$ cat config.mk
export PLATFORM = sky130hd
export DESIGN_NAME = dm_mode_select
export DESIGN_NICKNAME = d
export VERILOG_FILES = /design/src/rtl/dm_pkg.sv /design/src/rtl/dm_scl_qualifier.sv /design/src/rtl/dm_sda_route.sv /design/src/rtl/dm_wr_gate.sv /design/src/rtl/dm_mode_select.sv
export SDC_FILE = /design/constraint.sdc
export NUM_CORES = 1
export LEC_CHECK = 0
export ABC_AREA = 0
export CAP_MARGIN = 20
export CORE_AREA = 3 3 40 42
export CTS_BUF_LIST = sky130_fd_sc_hd__clkbuf_4 sky130_fd_sc_hd__clkbuf_8
export DETAILED_ROUTE_END_ITERATION = 7
export DIE_AREA = 0 0 43 45
export DONT_BUFFER_PORTS = 1
export SLEW_MARGIN = 20
export SYNTH_ARGS = -nofsm -noshare
export SYNTH_HDL_FRONTEND = slang
export SYNTH_HIERARCHICAL = 1
export SYNTH_SLANG_ARGS = --single-unit
$ cat constraint.sdc
create_clock -name clk -period 2.3 [get_ports clk]
set_input_delay 0.23 -clock clk [delete_from_list [all_inputs] [get_ports clk]]
set_output_delay 0.23 -clock clk [all_outputs]
set_load 0.02 [all_outputs]
$ cat src/rtl/dm_pkg.sv
package dm_pkg;

    typedef enum logic {
        MODE_STREAM  = 1'b0,
        MODE_TWOWIRE = 1'b1
    } dm_mode_e;

    typedef struct packed {
        logic stream_low;
        logic twi_low;
    } dm_sda_req_t;

    function automatic int unsigned cnt_width(input int unsigned limit);
        return (limit < 2) ? 1 : $clog2(limit + 1);
    endfunction

endpackage

$ cat src/rtl/dm_scl_qualifier.sv
module dm_scl_qualifier #(
    parameter int unsigned STABLE_CYCLES = 4
) (
    input  logic clk,
    input  logic rst,
    input  logic scl_i,
    output logic fall_valid_o
);
    localparam int unsigned NEED = (STABLE_CYCLES < 1) ? 1 : STABLE_CYCLES;
    localparam int unsigned CW   = dm_pkg::cnt_width(NEED);
    localparam logic [CW-1:0] NEED_C = CW'(NEED);

    logic [CW-1:0] high_cnt;

    always_ff @(posedge clk) begin
        if (rst) begin
            high_cnt <= '0;
        end else if (!scl_i) begin
            high_cnt <= '0;
        end else if (high_cnt != NEED_C) begin
            high_cnt <= high_cnt + 1'b1;
        end
    end

    assign fall_valid_o = !scl_i && (high_cnt == NEED_C);
endmodule

$ cat src/rtl/dm_sda_route.sv
module dm_sda_route (
    input  dm_pkg::dm_mode_e    mode_i,
    input  dm_pkg::dm_sda_req_t req_i,
    output logic                sda_low_o
);
    always_comb begin
        unique case (mode_i)
            dm_pkg::MODE_TWOWIRE: sda_low_o = req_i.twi_low;
            default:              sda_low_o = req_i.stream_low;
        endcase
    end
endmodule

$ cat src/rtl/dm_wr_gate.sv
module dm_wr_gate (
    input  logic             clk,
    input  logic             rst,
    input  dm_pkg::dm_mode_e mode_i,
    input  logic             vclk_i,
    input  logic             wr_cycle_i,
    output logic             wr_permit_o
);
    logic live_permit;
    logic held_permit;

    assign live_permit = (mode_i == dm_pkg::MODE_TWOWIRE) && vclk_i;

    always_ff @(posedge clk) begin
        if (rst) begin
            held_permit <= 1'b0;
        end else if (!wr_cycle_i) begin
            held_permit <= live_permit;
        end
    end

    assign wr_permit_o = wr_cycle_i ? held_permit : live_permit;
endmodule

$ cat src/rtl/dm_mode_select.sv
module dm_mode_select #(
    parameter int unsigned SCL_STABLE_CYCLES = 4
) (
    input  logic clk,
    input  logic rst,
    input  logic scl_i,
    input  logic vclk_i,
    input  logic stream_sda_low_i,
    input  logic twi_sda_low_i,
    input  logic wr_cycle_i,
    output logic bidir_mode_o,
    output logic sda_low_o,
    output logic wr_permit_o
);
    import dm_pkg::*;

    dm_mode_e    mode_q;
    dm_sda_req_t sda_req;
    logic        fall_valid;

    dm_scl_qualifier #(.STABLE_CYCLES(SCL_STABLE_CYCLES)) u_qual (
        .clk          (clk),
        .rst          (rst),
        .scl_i        (scl_i),
        .fall_valid_o (fall_valid)
    );

    always_ff @(posedge clk) begin
        if (rst) begin
            mode_q <= MODE_STREAM;
        end else if (fall_valid) begin
            mode_q <= MODE_TWOWIRE;
        end
    end

    assign sda_req.stream_low = stream_sda_low_i;
    assign sda_req.twi_low    = twi_sda_low_i;

    dm_sda_route u_route (
        .mode_i    (mode_q),
        .req_i     (sda_req),
        .sda_low_o (sda_low_o)
    );

    dm_wr_gate u_wr (
        .clk         (clk),
        .rst         (rst),
        .mode_i      (mode_q),
        .vclk_i      (vclk_i),
        .wr_cycle_i  (wr_cycle_i),
        .wr_permit_o (wr_permit_o)
    );

    assign bidir_mode_o = (mode_q == MODE_TWOWIRE);
endmodule

Word level (Yosys, flattened, before mapping)
Cells that the tools add are included.
{"block": "classes", "n_bitwise": 1, "mux": 2, "reduce_logical": 4, "eq_ne": 2, "addsub": 1}
{"op": "adder 3 x 1 -> 3 bit, second input constant", "count": 1}
{"op": "== test 3 bit, second input constant", "count": 1}
{"op": "!= test 3 bit, second input constant", "count": 1}
{"op": "logical AND 1 bit", "count": 2}
{"op": "2-to-1 mux 1 bit", "count": 2}
{"op": "OR reduction 2 bit", "count": 1}
{"op": "zero test 1 bit", "count": 1}
{"op": "inverter 1 bit", "count": 1}
{"block": "totals", "output_inout_bits": 3, "in_bits": 7, "regBits": 5, "word_cells": 13}

Logic depth before layout (Yosys ltp)
Gate-level depths: netlist (run 1).
{"block": "logic_depth", "ltp_word": 2, "ltp_mapped": 5, "mapped_depth_nobuf": 5}

By module
The synthesis (run 1) kept the hierarchy.
{"mod": "dm_scl_qualifier", "seq_area_each_um2": 60.1, "area_each_um2": 166.4, "cells_each": 19, "n_inst": 1}
{"mod": "dm_wr_gate", "seq_area_each_um2": 20.0, "area_each_um2": 56.3, "cells_each": 5, "n_inst": 1}
{"mod": "dm_mode_select", "seq_area_each_um2": 20.0, "area_each_um2": 30.0, "cells_each": 2, "n_inst": 1}
{"mod": "dm_sda_route", "seq_area_each_um2": 0.0, "area_each_um2": 15.0, "cells_each": 1, "n_inst": 1}

Worst setup path before layout (run 1)
OpenSTA, ideal clock, no wires.
{"block": "synth_timing", "kind": "reg2out", "start": "register mode_q (netlist: bidir_mode_o)", "end": "output sda_low_o", "required_ps": 2070, "t_arrival_ps": 876, "path_stages_with_launch": 2, "path_slack_ps": 1194, "path_cell_list": "dfxtp_1 -> mux2_4"}
{"block": "synth_between", "elab_chain_len": 1}
{"element": "start, declared", "line": "dm_mode_select.sv:17", "text": "dm_mode_e mode_q;"}
{"element": "start signal, assigned", "line": "dm_mode_select.sv:30", "text": "mode_q <= MODE_STREAM;"}
{"element": "start signal, assigned", "line": "dm_mode_select.sv:32", "text": "mode_q <= MODE_TWOWIRE;"}
{"element": "2-to-1 mux 1 bit", "line": "dm_sda_route.sv:7", "text": "unique case (mode_i)"}
{"element": "end, declared", "line": "dm_mode_select.sv:12", "text": "output logic sda_low_o,"}
Every way passes these cells.

Final worst setup path (run 1)
Same ends and word-level chain as after synthesis.

==> impl_results.md, run 1 <==
- Final period utilization: 0.605
- CTS Buf Count: 3
- Ys Warns: 6
- Crit Path Category: reg2out
- Slew headroom: 0.749
- Post-synth top area cell: dfxtp_1
- # hold bufs at CTS: 0
- Post-CTS Setup Inserts: 0
- Hold path depth: 1
- Residual DRC: 0
- Cells along the critical path: mux2_4
- Most frequent cells after synthesis: dfxtp_1, nand2_1
- Slew @ Worst Pin: 0.377 ns
- R2r worst-path depth: 4
- Pleak: 0.164 nW
- Maximum vdd drop: 133 uV
- Number of vias per cell: 4.04
- Longest Clk Path Bufs: 2
- CP bufs+invs: 0
- Initial core utilization: 0.208
- Pwr per Cell Area: 690 mW/mm2
- Status: finished, final reports clean
- Worst-path fanout max: 4
- DR WL/cell: 9.46 um
- Async SR Flop Fraction: 0
- Peak Freq: 0.718 GHz
- Placed cell area: 287 um2
- Setup slack after layout: 0.908 ns
- CTS tree: done
- Synth area leaders: dfxtp_1, ha_1, nand3b_4
- Net Count, Synth: 36
- H-tree levels: 1
- Hold Vio Cnt, Final: 0
- Detailed Routing Iterations Pass 1: 2
- Final Routed Wirelength: 435 um
- Fraction of layout cells with a size suffix above 1: 0.258
- Vias: 186
- Synth cell types: 16
- Clk_skew: 0.00712 ns
- Nets: 41
- Total track usage: 0.0599
- Routed Antenna Nets: 0
- Flops & latches, synth: 5
- First-pass GRT wire length: 724 um
- N_diodes: 0
- Top cell type's share of synthesized area: 0.374
- Die Area: 0.00194 mm2
- I/O Pins: 10
- Slowest CP cell: dfxtp_1
- FP Rows: 13
- Fill cells: 140
- Die Span X: 43 um
- Max Slew Vio Count: 0
- Post-route cell area: 317 um2
- Synthesized instance count: 27
- Core ar.: 0.00128 mm2
- Crit path depth: 1
- DRT iter0 DRCs: 1
- Root Buffer: clkbuf_4
- Final min period: 1.39 ns
- Final setup vio count: 0
- Critical Path RT: 2.07 ns
- Number of gates resized after CTS: 0
- Vias in the first global route: 169
- Crit. End Element: output pin
- Place WS: 1.16 ns
- Initial antenna violation count: 0
- Crit path max-delay family: flip-flops
- Most used DFF post-synth: dfxtp_1
- Overflow left after global routing: 0
- Final Power: 0.000218 W
- Die height: 45 um
- Clock Sinks: 5
- Area Overhead vs Synth: 18.2%
- Post-synth EDFFs: 0
- Max Cap Viol: 0
- Clock slew at reported path FFs: 0.05 ns
- Mapped Area: 268 um2
- Arrival time of the worst setup path: 1.16 ns
- Clk Latency, worst-skew pair: 0.24 ns
- RSZ-0062 raised after global routing: false
- Sequential area share after synthesis: 0.374
- Startpoint Class: flop
- CP max stage delay: 0.54 ns
- Most frequent cell after synthesis: dfxtp_1
- Hold WC Path Type: in2reg
- Mapped Avg Cell Area: 9.92 um2
- Setup_tns: 0 ns
- GPL Wtd Cong: 0.688
- Buffers on Ports: 0
- Largest net degree at the start of global routing: 8
- Flop2flop setup slack: 1.21 ns
==> placed cells by master (no fill, tap or decap), drive strengths merged <==
master and count:
a21bo 1, a21o 1, a21oi 3, and3b 1, clkbuf 4, dfxtp 5
ha 2, inv 2, mux2 1, nand2 3, nand2b 1, nand3 2
nand3b 1, nor2 2, nor3 1, o21ba 1
==> layer usage <==
metal,share of wire,vias to the layer above,track usage,wire length [um]
met1,0.40,83,0.0577,176
met3,0.055,0,0.0239,24
met4,0,0,0.108,0
met2,0.54,4,0.0719,234
met5,0,-,0,0
li1,-,99,-,-
==> cells by family (layout without fill, tap and decap cells) <==
family | Yosys count | after routing | synth area share
flip-flops | 5 | 5 | 0.374
buffers and inverters | 2 | 6 | 0.0280
multiplexers | 1 | 1 | 0.0561
AND/OR/NAND/NOR | 11 | 11 | 0.276
adder cells (fa/ha/maj) | 2 | 2 | 0.0934
AO/OA/AOI/OAI | 6 | 6 | 0.173
==> power by group <==
| part | internal, W | switching (W) | leakage, nW | total, W |
|---|---|---|---|---|
| logic | 0.00000724 | 0.00000649 | 0.105 | 0.0000137 |
| clock network | 0.0000774 | 0.0000367 | 0.0184 | 0.000114 |
| registers | 0.0000888 | 0.00000183 | 0.0406 | 0.0000906 |
==> worst paths after layout <==
path / to / startpoint
max: sda_low_o / bidir_mode_o
min: u_wr/held_permit / rst
max reg2reg: u_qual/high_cnt[2] / u_qual/high_cnt[0]
min reg2reg: u_wr/held_permit / u_wr/held_permit
==> sequential cells by signal (all words and copies together), names as in the netlist <==
name / flops
bidir_mode_o: 1
u_qual/high_cnt: 3
u_wr/held_permit: 1
==> per-stage QoR <==
stage	hold WS, ns	instances	utilization
3_5_place_dp	0.294	42	0.223
6_report	0.0478	46	0.246
3_3_place_gp	0.294	42	0.223
4_1_cts	0.0345	46	0.246
2_1_floorplan	0.292	27	-
5_1_grt	0.0208	46	0.246
==> layout make-up <==
class / count / area [um2] / share of cell area
clock buffer: 4 / 30.0 / 0.0949
inverter: 2 / 7.51 / 0.0237
multi-input combinational: 20 / 160 / 0.506
sequential: 5 / 100 / 0.316
tap: 15 / 18.8 / 0.0593
No activity file was read; power rests on OpenSTA's default activity.
==> run 2, diff against run 1 <==
- ABC_AREA: 0 -> 1
- clock period: 2.3 -> 1.1 ns (I/O delays scaled with it)
==> impl_results.md, run 2 <==
- Crit Path Category: reg2out (unchanged)
- Area of the multi-input gates: 143 um2 (was 160 um2)
- Routed Antenna Nets: 0 (unchanged)
- Clock slew at reported path FFs: 0.04 ns (was 0.05 ns)
- Fraction of layout cells with a size suffix above 1: 0.196 (was 0.258)
- Reg2reg end: bidir_mode_o (was u_qual/high_cnt[2])
- Peak Freq: 0.967 GHz
- Die Span X: 43 um (unchanged)
- Biggest register: u_qual/high_cnt (unchanged)
- Final Routed Wirelength: 431 um (was 435 um)
- Metal3 WL: 43 um (was 24 um)
- Crit. End Element: output pin (unchanged)
- Maximum vdd drop: 664 uV (was 133 uV)
- Area Overhead vs Synth: 24.3% (was 18.2%)
- Clock Sinks: 5 (unchanged)
- Most frequent cells in the layout: nand2_1, nor2_1, inv_1, dfxtp_1, clkbuf_4 (was dfxtp_1, clkbuf_4, nand2_1)
- Most common cell after layout, fill and taps aside: nand2_1 (was dfxtp_1)
- Hold Path Sink: u_qual/high_cnt[2] (was u_wr/held_permit)
- Fill cells: 144 (was 140)
- Total track usage: 0.0525 (was 0.0599)
- Slew @ Worst Pin: 0.201 ns (was 0.377 ns)
- Final period utilization: 0.940
- Final setup vio count: 0 (unchanged)
- Most used DFF post-synth: dfxtp_1 (unchanged)
- Synth area leaders: dfxtp_1, nand2_1, inv_1 (was dfxtp_1, ha_1, nand3b_4)
- Max Cap Viol: 0 (unchanged)
- Sequential area share after synthesis: 0.367 (was 0.374)
- R2r worst-path depth: 6 (was 4)
- Initial antenna violation count: 0 (unchanged)
- FP Rows: 13 (unchanged)
- Most frequent cell after synthesis: nand2_1 (was dfxtp_1)
- Final min period: 1.03 ns
- DR WL/cell: 7.07 um (was 9.46 um)
- Core ar.: 0.00128 mm2 (unchanged)
- Synth cell types: 11 (was 16)
- Synthesized instance count: 40 (was 27)
- Residual DRC: 0 (unchanged)
- Clk_skew: 0.00235 ns (was 0.00712 ns)
- Setup slack after layout: 0.0658 ns (was 0.908 ns)
- First-pass GRT wire length: 703 um (was 724 um)
- Pleak: 0.165 nW (was 0.164 nW)
- Place WS: 0.109 ns (was 1.16 ns)
- Setup_tns: 0 ns (unchanged)
- Net Sw Power: 0.0000907 W (was 0.0000450 W)
- Pwr per Cell Area: 1330 mW/mm2 (was 690 mW/mm2)
- CTS tree: done (unchanged)
- H-tree levels: 1 (unchanged)
- Max FFs per register: 3 (unchanged)
- Flop2flop setup slack: 0.11 ns (was 1.21 ns)
- Nets: 56 (was 41)
- Post-synth top area cell: dfxtp_1 (unchanged)
- Vias: 238 (was 186)
- Mapped Avg Cell Area: 6.82 um2 (was 9.92 um2)
- Origin of the critical flop-to-flop path: u_qual/high_cnt[0] (unchanged)
- Sequential power share: 0.418 (was 0.415)
- Hold path depth: 3 (was 1)
- Post-synth EDFFs: 0 (unchanged)
- Max Slew Vio Count: 0 (unchanged)
- Ys Warns: 6 (unchanged)
- Root Buffer: clkbuf_4 (unchanged)
- Number of gates resized after CTS: 0 (unchanged)
- Number of vias per cell: 3.90 (was 4.04)
- Max layer used: met3 (unchanged)
- Top cell type's share of synthesized area: 0.367 (was 0.374)
- Worst-path fanout max: 5 (was 4)
- Internal: 0.000360 W (was 0.000173 W)
- Sw Ratio: 0.201 (was 0.206)
- Die height: 45 um (unchanged)
- Register Area: 100 um2 (unchanged)
- Arrival time of the worst setup path: 0.92 ns (was 1.16 ns)
- Hold Vio Cnt, Final: 0 (unchanged)
- Post-Route M1 WL: 173 um (was 176 um)
- Die Area: 0.00194 mm2 (unchanged)
- Status: finished, final reports clean (unchanged)
- Most frequent cells after synthesis: nand2_1, inv_1, nor2_1, dfxtp_1, ha_1 (was dfxtp_1, nand2_1)
- Hold WC Path Type: in2reg (unchanged)
- Detailed Routing Iterations Pass 1: 3 (was 2)
- GPL Wtd Cong: 0.682 (was 0.688)
- # hold bufs at CTS: 1 (was 0)
- N_diodes: 0 (unchanged)
- Largest net degree at the start of global routing: 6 (was 8)
- Overflow left after global routing: 0 (unchanged)
- Slew headroom: 0.866 (was 0.749)
- Mapped Area: 273 um2 (was 268 um2)
- Clk Latency, worst-skew pair: 0.24 ns (about the same)
- Met2 wire length: 214 um (was 234 um)
- Async SR Flop Fraction: 0 (unchanged)
- Longest Clk Path Bufs: 2 (unchanged)
- Net Count, Synth: 49 (was 36)
- Gate power share: 0.070 (was 0.063)
- Buffers on Ports: 0 (unchanged)
- Vias in the first global route: 205 (was 169)
- I/O Pins: 10 (unchanged)
- Post-CTS Setup Inserts: 0 (unchanged)
- DRT iter0 DRCs: 1 (unchanged)
- Initial core utilization: 0.212 (was 0.208)
- Flops & latches, synth: 5 (unchanged)
- Clock power frac: 0.513 (was 0.522)
- DP Wirelength: 337 um
- RSZ-0062 raised after global routing: false (unchanged)
- Worst min-delay path startpoint: rst (unchanged)
- Critical Path RT: 0.99 ns (was 2.07 ns)
- Startpoint Class: flop (unchanged)
- CTS Buf Count: 3 (unchanged)
- Hold WS: 0.0179 ns (was 0.0478 ns)
-- run 2: routing by layer --
| metal | GRT usage | vias to the layer above |
|---|---|---|
| li1 | - | 130 |
| met1 | 0.0604 | 100 |
| met2 | 0.0659 | 8 |
| met3 | 0.0159 | 0 |
| met4 | 0.0723 | 0 |
| met5 | 0 | - |
-- run 2: critical path: stages (launching register included) --
cell and delay [ns]:
dfxtp_1 0.40, nand3_2 0.11, nand2_1 0.18
-- run 2: power by group through the flow --
stage               combinational, W  clock (W)  sequential [W]
finish                     0.0000315   0.000231        0.000188
global route               0.0000363   0.000255        0.000188
CTS                        0.0000317   0.000241        0.000188
detailed placement         0.0000279          0        0.000191
global placement           0.0000275          0        0.000191
floorplan                  0.0000245          0        0.000191
-- run 2: through the flow --
step	util	total power (W)	cell area, um2	instances
final	0.264	0.000450	339	61
after global routing	0.264	0.000479	339	61
after CTS	0.264	0.000461	339	61
after floorplan	-	0.000215	273	40
after detailed placement	0.233	0.000219	299	56
after global placement	0.233	0.000219	299	56
-- run 2: final cells by class --
class / count / area share
clock buffer: 4 / 0.0886
inverter: 8 / 0.0886
multi-input combinational: 27 / 0.421
sequential: 5 / 0.295
tap: 15 / 0.0554
timing repair buffer: 2 / 0.0517
-- run 2: cells by family (layout without fill, tap and decap cells) --
| group | Yosys count | in the layout | synth area share |
|---|---|---|---|
| AOI/OAI and AO/OA | 2 | 2 | 0.0504 |
| adders and majority gates | 2 | 2 | 0.0917 |
| buffers and inverters | 8 | 14 | 0.110 |
| DFF | 5 | 5 | 0.367 |
| and+or+nand+nor | 23 | 23 | 0.381 |
-- run 2: worst max-delay path by stage --
stage | start | end | depth (start not counted) | slack (ns)
final | bidir_mode_o | wr_permit_o | 2 | 0.07
after global routing | bidir_mode_o | wr_permit_o | 2 | 0.006
after CTS | bidir_mode_o | wr_permit_o | 2 | 0.05
after detailed placement | u_qual/high_cnt[0] | bidir_mode_o | 6 | 0.11
after global placement | u_qual/high_cnt[0] | bidir_mode_o | 6 | 0.11
after floorplan | u_qual/high_cnt[0] | bidir_mode_o | 6 | 0.16
